### config.mk
export PLATFORM = sky130hd
export DESIGN_NAME = twobus_datapath
export DESIGN_NICKNAME = d
export VERILOG_FILES = /design/src/rtl/dp_pkg.sv /design/src/rtl/dp_bus_or.sv /design/src/rtl/dp_regfile.sv /design/src/rtl/dp_alu.sv /design/src/rtl/twobus_datapath.sv
export SDC_FILE = /design/constraint.sdc
export NUM_CORES = 2
export LEC_CHECK = 0
export CORE_UTILIZATION = 45
export CTS_CLUSTER_SIZE = 16
export DETAILED_ROUTE_END_ITERATION = 7
export SLEW_MARGIN = 20
export SYNTH_ARGS = -nofsm -noshare
export SYNTH_HDL_FRONTEND = slang
export SYNTH_SLANG_ARGS = --single-unit
### constraint.sdc
create_clock -name clk -period 6.38 [get_ports clk]
set_clock_uncertainty 0.1 [all_clocks]
set_input_delay 0.638 -clock clk [delete_from_list [all_inputs] [get_ports clk]]
set_output_delay 0.638 -clock clk [all_outputs]
set_load 0.1 [all_outputs]
### src/rtl/dp_pkg.sv
package dp_pkg;
  localparam int WORD_W = 32;
  localparam int IR_W   = 20;

  typedef enum logic [1:0] {
    ALU_PASS = 2'd0,
    ALU_ADD  = 2'd1,
    ALU_SUB  = 2'd2,
    ALU_NAND = 2'd3
  } alu_op_e;

  typedef enum logic [1:0] {
    LEFT_ONE  = 2'd0,
    LEFT_BUS  = 2'd1,
    LEFT_SEXT = 2'd2,
    LEFT_BUSX = 2'd3
  } left_sel_e;

  function automatic logic [WORD_W-1:0] sext_byte(input logic [WORD_W-1:0] v);
    return {{(WORD_W-8){v[7]}}, v[7:0]};
  endfunction

  function automatic logic [WORD_W-1:0] alu_eval(input alu_op_e op,
                                                 input logic [WORD_W-1:0] l,
                                                 input logic [WORD_W-1:0] r);
    case (op)
      ALU_PASS: return l;
      ALU_ADD:  return l + r;
      ALU_SUB:  return l - r;
      default:  return ~(l & r);
    endcase
  endfunction
endpackage

### src/rtl/dp_bus_or.sv
module dp_bus_or #(
  parameter int N_SRC = 4,
  parameter int W     = 32
) (
  input  logic [N_SRC-1:0][W-1:0] src,
  input  logic [N_SRC-1:0]        en,
  output logic [W-1:0]            bus
);
  logic [N_SRC-1:0][W-1:0] gated;

  for (genvar i = 0; i < N_SRC; i++) begin : g_gate
    assign gated[i] = en[i] ? src[i] : '0;
  end

  always_comb begin
    bus = '0;
    for (int i = 0; i < N_SRC; i++) bus = bus | gated[i];
  end
endmodule

### src/rtl/dp_regfile.sv
module dp_regfile #(
  parameter int W      = 32,
  parameter int N_REGS = 16,
  localparam int AW    = $clog2(N_REGS)
) (
  input  logic          clk,
  input  logic          rst_n,
  input  logic          we,
  input  logic [AW-1:0] waddr,
  input  logic [W-1:0]  wdata,
  input  logic [AW-1:0] raddr1,
  input  logic [AW-1:0] raddr2,
  output logic [W-1:0]  rdata1,
  output logic [W-1:0]  rdata2
);
  logic [W-1:0] regs [N_REGS];

  always_ff @(posedge clk or negedge rst_n) begin
    if (!rst_n) begin
      for (int i = 0; i < N_REGS; i++) regs[i] <= '0;
    end else if (we) begin
      regs[waddr] <= wdata;
    end
  end

  assign rdata1 = regs[raddr1];
  assign rdata2 = regs[raddr2];

  // a write lands in the addressed entry, entry 0 included
  a_r4_write_lands: assert property (@(posedge clk) disable iff (!rst_n)
    we |=> regs[$past(waddr)] == $past(wdata));
endmodule

### src/rtl/dp_alu.sv
module dp_alu
  import dp_pkg::*;
(
  input  logic [1:0]        op,
  input  logic [1:0]        left_sel,
  input  logic [WORD_W-1:0] data_bus,
  input  logic [WORD_W-1:0] addr_bus,
  output logic [WORD_W-1:0] left_opnd,
  output logic [WORD_W-1:0] result
);
  always_comb begin
    case (left_sel_e'(left_sel))
      LEFT_ONE:  left_opnd = WORD_W'(1);
      LEFT_SEXT: left_opnd = sext_byte(data_bus);
      default:   left_opnd = data_bus;
    endcase
  end

  assign result = alu_eval(alu_op_e'(op), left_opnd, addr_bus);

  // the sign-extended operand keeps the low byte of the bus
  always_comb begin
    if (left_sel == 2'd2)
      a_r6_sext_low_byte: assert (left_opnd[7:0] == data_bus[7:0]);
  end
endmodule

### src/rtl/twobus_datapath.sv
module twobus_datapath
  import dp_pkg::*;
#(
  parameter int N_REGS = 16,
  localparam int AW    = $clog2(N_REGS),
  localparam int N_DSRC = 5,
  localparam int N_ASRC = 4
) (
  input  logic              clk,
  input  logic              rst_n,
  input  logic [WORD_W-1:0] mem_rdata,
  input  logic              mem_to_data,
  input  logic              mem_to_addr,
  input  logic              pc_load,
  input  logic              pc_load_if_zero,
  input  logic              pc_to_data,
  input  logic              pc_to_addr,
  input  logic              ir_load,
  input  logic              ir_to_data,
  input  logic              rf_rd1_en,
  input  logic              rf_rd2_en,
  input  logic              rf_rd1_sel,
  input  logic              rf_we,
  input  logic              rf_wr_sel,
  input  logic [1:0]        alu_op,
  input  logic [1:0]        alu_left_sel,
  input  logic              alu_res_load,
  input  logic              alu_res_to_data,
  input  logic              alu_res_to_addr,
  input  logic              cond_load,
  output logic [WORD_W-1:0] data_bus,
  output logic [WORD_W-1:0] addr_bus,
  output logic [3:0]        opcode,
  output logic              cond_bit
);
  logic [WORD_W-1:0] pc_q, alu_res_q, alu_out, alu_left, rd1_val, rd2_val;
  logic [IR_W-1:0]   ir_q;
  logic              cond_q;
  logic              pc_we;
  logic [AW-1:0]     fld_a, fld_b, fld_d, rd1_idx, wr_idx;
  logic [WORD_W-1:0] ir_offset;

  // IR fields
  assign fld_a     = ir_q[12 +: AW];
  assign fld_b     = ir_q[8 +: AW];
  assign fld_d     = ir_q[0 +: AW];
  assign rd1_idx   = rf_rd1_sel ? fld_b : fld_a;
  assign wr_idx    = rf_wr_sel  ? fld_d : fld_b;
  assign ir_offset = {{(WORD_W-8){1'b0}}, ir_q[7:0]};
  assign opcode    = ir_q[19:16];

  // bus sources
  logic [N_DSRC-1:0][WORD_W-1:0] dsrc;
  logic [N_DSRC-1:0]             den;
  logic [N_ASRC-1:0][WORD_W-1:0] asrc;
  logic [N_ASRC-1:0]             aen;

  assign dsrc = {pc_q, ir_offset, alu_res_q, mem_rdata, rd1_val};
  assign den  = {pc_to_data, ir_to_data, alu_res_to_data, mem_to_data, rf_rd1_en};
  assign asrc = {pc_q, alu_res_q, mem_rdata, rd2_val};
  assign aen  = {pc_to_addr, alu_res_to_addr, mem_to_addr, rf_rd2_en};

  dp_bus_or #(.N_SRC(N_DSRC), .W(WORD_W)) u_dbus (
    .src(dsrc), .en(den), .bus(data_bus));
  dp_bus_or #(.N_SRC(N_ASRC), .W(WORD_W)) u_abus (
    .src(asrc), .en(aen), .bus(addr_bus));

  dp_regfile #(.W(WORD_W), .N_REGS(N_REGS)) u_rf (
    .clk(clk), .rst_n(rst_n), .we(rf_we), .waddr(wr_idx), .wdata(data_bus),
    .raddr1(rd1_idx), .raddr2(fld_a), .rdata1(rd1_val), .rdata2(rd2_val));

  dp_alu u_alu (
    .op(alu_op), .left_sel(alu_left_sel), .data_bus(data_bus),
    .addr_bus(addr_bus), .left_opnd(alu_left), .result(alu_out));

  assign pc_we = pc_load | (pc_load_if_zero & ~cond_q);

  always_ff @(posedge clk or negedge rst_n) begin
    if (!rst_n) begin
      pc_q      <= '0;
      ir_q      <= '0;
      alu_res_q <= '0;
      cond_q    <= 1'b0;
    end else begin
      if (pc_we)        pc_q      <= data_bus;
      if (ir_load)      ir_q      <= data_bus[IR_W-1:0];
      if (alu_res_load) alu_res_q <= alu_out;
      if (cond_load)    cond_q    <= |alu_out;
    end
  end

  assign cond_bit = cond_q;

  // at most one source per bus
  a_r2_one_data_source: assert property (@(posedge clk) disable iff (!rst_n)
    $countones(den) <= 1);
  a_r2_one_addr_source: assert property (@(posedge clk) disable iff (!rst_n)
    $countones(aen) <= 1);
  // the offset drive leaves the upper bits clear
  a_r3_offset_upper_zero: assert property (@(posedge clk) disable iff (!rst_n)
    (den == 5'b01000) |-> data_bus[WORD_W-1:8] == '0);
  // the flag follows the ALU output it captured
  a_r8_flag_capture: assert property (@(posedge clk) disable iff (!rst_n)
    cond_load |=> cond_bit == ($past(alu_out) != '0));
  // a conditional load with the flag set leaves the PC alone
  a_r9_cond_hold: assert property (@(posedge clk) disable iff (!rst_n)
    (pc_load_if_zero && !pc_load && cond_bit) |=> $stable(pc_q));
  // a latched result is kept while no new load occurs
  a_r7_result_hold: assert property (@(posedge clk) disable iff (!rst_n)
    !alu_res_load |=> $stable(alu_res_q));
endmodule

# ---- After elaboration in Yosys (flattened, before gate mapping)
# Cells that the tools add are included.
dict set report word_totals {
  register_bits 597
  elab_cells 70
  ram_bits 0
  mem_bits_ro 0
  latch_bits 0
  input_bits 55
  memories 0
  output_inout_bits 69
}
dict set report op_classes {
  n_mux 22
  order_cmp 4
  eq_ne 3
  mul 0
  n_addsub 2
  shifts 0
  div 0
  n_reduce_logical 4
  bitwise_logic 15
}
# cell n
set op_table {}
lappend op_table {{512-bit bitwise mux} 1}
lappend op_table {{32-bit two-way mux} 13}
lappend op_table {{32-bit binary-select mux with 4-bit select} 2}
lappend op_table {{32-bit bitwise OR} 7}
lappend op_table {{32-bit demux with 4-bit select} 1}
lappend op_table {{32-bit one-hot mux with 3 select lines} 1}
lappend op_table {{32-bit one-hot mux with 2 select lines} 1}
lappend op_table {{32-bit adder} 1}
lappend op_table {{32-bit AND} 1}
lappend op_table {{32-bit inverter} 1}
lappend op_table {{32-bit OR reduction} 1}
lappend op_table {{32-bit subtractor} 1}
lappend op_table {{5-bit >= comparator (second input constant)} 3}
lappend op_table {{4-bit inverter with 5-bit output} 3}
lappend op_table {{4-bit two-way mux} 2}
lappend op_table {{8-bit two-way mux} 1}
lappend op_table {{5-bit by 1-bit less-than comparator with 1-bit output (second input constant)} 1}
lappend op_table {{2-bit equality test (second input constant)} 2}
lappend op_table {{2-bit zero test} 2}
lappend op_table {{2-bit by 1-bit equality test with 1-bit output (second input constant)} 1}
lappend op_table {{1-bit AND} 1}
lappend op_table {{1-bit logical AND} 1}
lappend op_table {{1-bit inverter} 1}
lappend op_table {{1-bit bitwise OR} 1}

# ---- Logic depth before layout (Yosys ltp)
dict set report depth {
  depth_word 15
  depth_mapped 28
  mapped_depth_nobuf 24
}

# ---- Hierarchy
# A second synthesis with hierarchy kept.
dict set report hier_totals {
  cells_unflattened 2626
  hier_area_um2 34742.1
}
# mod instances cells_per_inst seq_area_each_um2 area_each_um2
set by_module_without_submodules {}
lappend by_module_without_submodules {dp_regfile 1 1675 12812.3 26457.9}
lappend by_module_without_submodules {dp_alu 1 526 0.0 3415.8}
lappend by_module_without_submodules {twobus_datapath 1 206 2127.0 3369.5}
lappend by_module_without_submodules {{dp_bus_or at u_dbus} 1 111 0.0 793.3}
lappend by_module_without_submodules {{dp_bus_or at u_abus} 1 108 0.0 705.7}

# ---- Worst setup path after synthesis
# Ideal clock, no wire load.
dict set report synth_path {
  path_type {reg2reg}
  startpoint {reg ir_q[14]}
  endpoint {reg cond_q (netlist: cond_bit)}
  arrival_ps 7000
  t_required_ps 6137
  path_buffers 4
  path_slack_ps -863
  stages_incl_launch_ff 21
  synth_period_minus_slack_ps 7243
  setup_ps 143
  cell_sequence {dfrtp_1 -> buf_2 -> clkbuf_1 -> clkbuf_1 -> buf_2 -> mux2i_1 -> o21ai_0 -> xnor2_1 -> ha_1 -> a21o_1 -> a21o_1 -> a21oi_1 -> o211a_1 -> a21oi_1 -> o31a_1 -> nor3b_1 -> or4_1 -> a221oi_1 -> o2111ai_1 -> nor4_1 -> a31oi_1}
}
dict set report synth_between {
  word_cells_on_any_way 25
  cone_classes {add/sub: 2; mux: 11; bitwise: 11; reduce/logical: 1}
}
# element line
set synth_rtl {}
lappend synth_rtl {{start, declared} twobus_datapath.sv:37} ;# logic [IR_W-1:0] ir_q;
lappend synth_rtl {{start signal, assigned} twobus_datapath.sv:86} ;# if (ir_load) ir_q <= data_bus[IR_W-1:0];
lappend synth_rtl {{4-bit inverter with 5-bit output (implied by the code) *} dp_regfile.sv:27} ;# assign rdata2 = regs[raddr2];
lappend synth_rtl {{32-bit binary-select mux with 4-bit select *} dp_regfile.sv:27}
lappend synth_rtl {{32-bit two-way mux (implied by the code) * (2 in series)} dp_regfile.sv:27}
lappend synth_rtl {{32-bit two-way mux *} dp_bus_or.sv:12} ;# assign gated[i] = en[i] ? src[i] : '0;
lappend synth_rtl {{32-bit bitwise OR * (3 in series)} dp_bus_or.sv:17} ;# for (int i = 0; i < N_SRC; i++) bus = bus | gated[i];
lappend synth_rtl {{via addr_bus[12]} twobus_datapath.sv:32} ;# output logic [WORD_W-1:0] addr_bus,
lappend synth_rtl {{branches (longest 2 deep; another with 32-bit subtractor)} --}
lappend synth_rtl {{32-bit one-hot mux with 3 select lines *} dp_pkg.sv:26} ;# case (op)
lappend synth_rtl {{32-bit OR reduction *} twobus_datapath.sv:88} ;# if (cond_load) cond_q <= |alu_out;
lappend synth_rtl {{end signal, assigned} twobus_datapath.sv:88}
lappend synth_rtl {{end, declared} twobus_datapath.sv:38} ;# logic cond_q;
# Mark *: on every way through the listed nets, which the timed path passes. The select of a mux whose other input is x is not followed.
# A chain may end at the register's enable or synchronous reset.

# ---- Final worst setup path
dict set report layout_path {
  startpoint {reg ir_q[12]}
  endpoint {reg cond_q (netlist: cond_bit)}
}
dict set report layout_between {
  elab_chain_cells 15
  word_cells_on_any_way 25
  cone_classes {add/sub: 2; mux: 11; bitwise: 11; reduce/logical: 1}
}
# element line
set layout_lines {}
lappend layout_lines {{branches (longest 13 deep; another with 32-bit subtractor)} --}
lappend layout_lines {{32-bit one-hot mux with 3 select lines *} dp_pkg.sv:26}
lappend layout_lines {{32-bit OR reduction *} twobus_datapath.sv:88}
# Mark *: on every way between the ends. The select of a mux whose other input is x is not followed.

==> results.cfg <==
[run_status]
outcome = finished, final reports clean

[global_route]
grt_max_degree = 141
grt_pass1_vias = 29500
overflow = 0
grt_pass1_wl_um = 202000
grt_usage = 0.352
antenna_found_initial = 4

[power]
irDropWorstVdd_uv = 348
power-per-cell-area_nw_per_um2 = 584
p_total_mw = 24.4
leakage_nw = 18.2

[placed_design]
dp_cells = 4844
place_congestion = 0.972
place_area_sq_um = 39000
dp_slack_ps = -320
portBuffers = 123
detailedPlacementHpwl_um = 96900

[sta]
setup_viol = 0
tightestPinTransition_ps = 1160
maxSlewViolCount = 0
whs_ps = 399
slew_headroom = 0.227
timing.fmax_mhz = 160
worst_slack_ps = 112
hold_viol = 0
min_period_over_period = 0.982
rsz0062_at_grt = yes
min_period_ps = 6270

[synth]
synth_edf_count = 0
syn_inst = 3634
synth-seq-cells = 597
synthFlopType = dfrtp_1
yosysWarningCount = 0
async_flop_share = 1.00
netlist_area_sq_um = 34600
syn_nets = 3724
syn_area_per_cell_sq_um = 9.53
ys_seq_area_frac = 0.431
synth.distinct_cells = 80

[clock_tree]
clk_pin_slew_ps = 70
cts_inserted_buffers = 70
cts_tree = done
cts_root_buf = clkbuf_16
clk_latency_ps = 630
clock_sinks = 597
clock_path_buffers = 3
htree_num_levels = 3

[drt]
drt_pass1_iterations = 8
wirelength_um = 137000
ant_nets = 0
drt-vias-per-instance = 6.29
wl_met1_um = 57500
drt_iter0_markers = 4107
wl_per_cell_um = 27.5
met3WireLength_um = 15800
routed-via-count = 31400
highest_layer = met5
drc = 0
wl_met2_um = 58600

[setup_path]
reg2reg_from = ir_q[12]
end_kind = register
crit_family = simple AND/OR/NAND/NOR gates
critical_path.max_stage_delay_ps = 540
start_kind = register
path_class = reg2reg
cpMaxStageDelayCell = or4_4
crit_buf_inv = 3
critPathLaunch = ir_q[12]
cp_data_required_time_ps = 6770
cp.arrival_ps = 6650
path_max_fanout = 5

[die]
initial_core_util = 0.455
die_x_um = 279
dieArea_sq_um = 78100
io-pin-count = 124
coreArea_sq_um = 76100
dieHeight_um = 279
fp-row-count = 101

[worst_hold_path]
hp-start = u_rf.regs[254]
hp-class = reg2reg

[final_layout]
area_delta_synth_final_pct = 20.8
fin_area_sq_um = 41800
fin_cells = 4990
layout_common_cells = nand2_1 (709), dfrtp_1 (594), o21ai_0 (572), buf_4 (406), mux4_2 (210)
n_fill_cell = 6822
nNetsFinal = 3996
multi_input_area_sq_um = 18400
register_area_sq_um = 14900
final_common_cell = nand2_1
drive_gt1_frac = 0.233

[job]
cap_violations = 0
## power by group
| part | total, mW | internal (mW) | switching [mW] |
|---|---|---|---|
| Sequential | 6.75 | 5.39 | 1.36 |
| Clock | 4.17 | 2.49 | 1.68 |
| Combinational | 13.5 | 5.65 | 7.85 |
| Total | 24.4 | 13.5 | 10.9 |
## layer usage
layer / vias to the layer above / global-route usage
met3: 266 / 0.0922
met1: 15600 / 0.508
met4: 4 / 0.130
met2: 1830 / 0.509
met5: - / 0
li1: 13700 / -
## area by class of cell
class	count	share of cell area
clock inverters	24	0.00646
diodes	2	0.000120
clock buffers	100	0.0501
repair buffers	535	0.110
well taps	1030	0.0308
inverters	71	0.00637
flip-flops and latches	597	0.357
multi-input cells	2631	0.439
## sequential cells by signal, indices dropped and copies added (netlist names)
name       flops
cond_bit       1
ir_q          20
alu_res_q     32
u_rf.regs    512
pc_q          32
## repair_timing
| action | in CTS | in global routing |
|---|---|---|
| endpoints found under the hold margin | 11 | 0 |
| resized for setup | 5 | 65 |
| setup buffers | 5 | 14 |
| setup endpoints to repair | 3 | 5 |
| pin swaps | 3 | 34 |
| hold buffers | 1 | 0 |
## through the flow
stage                     TNS [ps]  utilization
after CTS                        0        0.545
after global routing          -229        0.550
after global placement        -735        0.512
after detailed placement      -762        0.512
final                            0        0.550
after floorplan               -442            -
## logic make-up after synthesis
kind of cell    after synthesis  share of synthesized area
buf+inv                     406                     0.0507
compound gates             1089                      0.186
xor+xnor                     53                     0.0134
simple gates               1146                      0.139
flops                       597                      0.431
fa+ha+maj                    35                     0.0129
mux                         308                      0.167
## path summary, 6_finish.rpt
check                                       to  slack [ps]  depth (start not counted)
worst max-delay path                  cond_bit         110                         26
worst min-delay path            u_rf.regs[254]         400                          2
worst max register to register        cond_bit         110                         26
worst min register to register  u_rf.regs[254]         400                          2
max in group asynchronous             ir_q[13]        4220                          3
min in group asynchronous       u_rf.regs[217]         530                          2
## synth_stat cells, types with 11 or more instances
| library cell | count | share of area |
|---|---|---|
| inv_1 | 69 | 0.0075 |
| buf_6 | 16 | 0.0052 |
| a31oi_1 | 43 | 0.0078 |
| clkbuf_1 | 246 | 0.027 |
| mux2_2 | 47 | 0.015 |
| nor2b_1 | 17 | 0.0031 |
| nand4_1 | 18 | 0.0033 |
| mux2i_1 | 50 | 0.014 |
| o21a_1 | 16 | 0.0035 |
| a21oi_1 | 191 | 0.028 |
| nand2_1 | 726 | 0.079 |
| a22oi_1 | 49 | 0.011 |
| and3_1 | 21 | 0.0038 |
| a211oi_1 | 14 | 0.0030 |
| a21o_1 | 19 | 0.0041 |
| xnor2_1 | 51 | 0.013 |
| o21ai_0 | 575 | 0.083 |
| o211ai_1 | 15 | 0.0033 |
| mux4_2 | 210 | 0.14 |
| nor2_1 | 189 | 0.020 |
| buf_2 | 44 | 0.0064 |
| a222oi_1 | 57 | 0.016 |
| buf_1 | 14 | 0.0015 |
| nor3_1 | 27 | 0.0039 |
| ha_1 | 34 | 0.012 |
| dfrtp_1 | 597 | 0.43 |
| nand2b_1 | 11 | 0.0020 |
| nand3_1 | 83 | 0.012 |
| buf_4 | 15 | 0.0033 |
## worst min-delay path: cells and delay by family (launching register included)
family | cells | cell delay (ps)
and+or+nand+nor | 1 | 50
AOI/OAI and AO/OA | 1 | 60
DFF | 1 | 360
No activity file was read; power rests on OpenSTA's default activity.
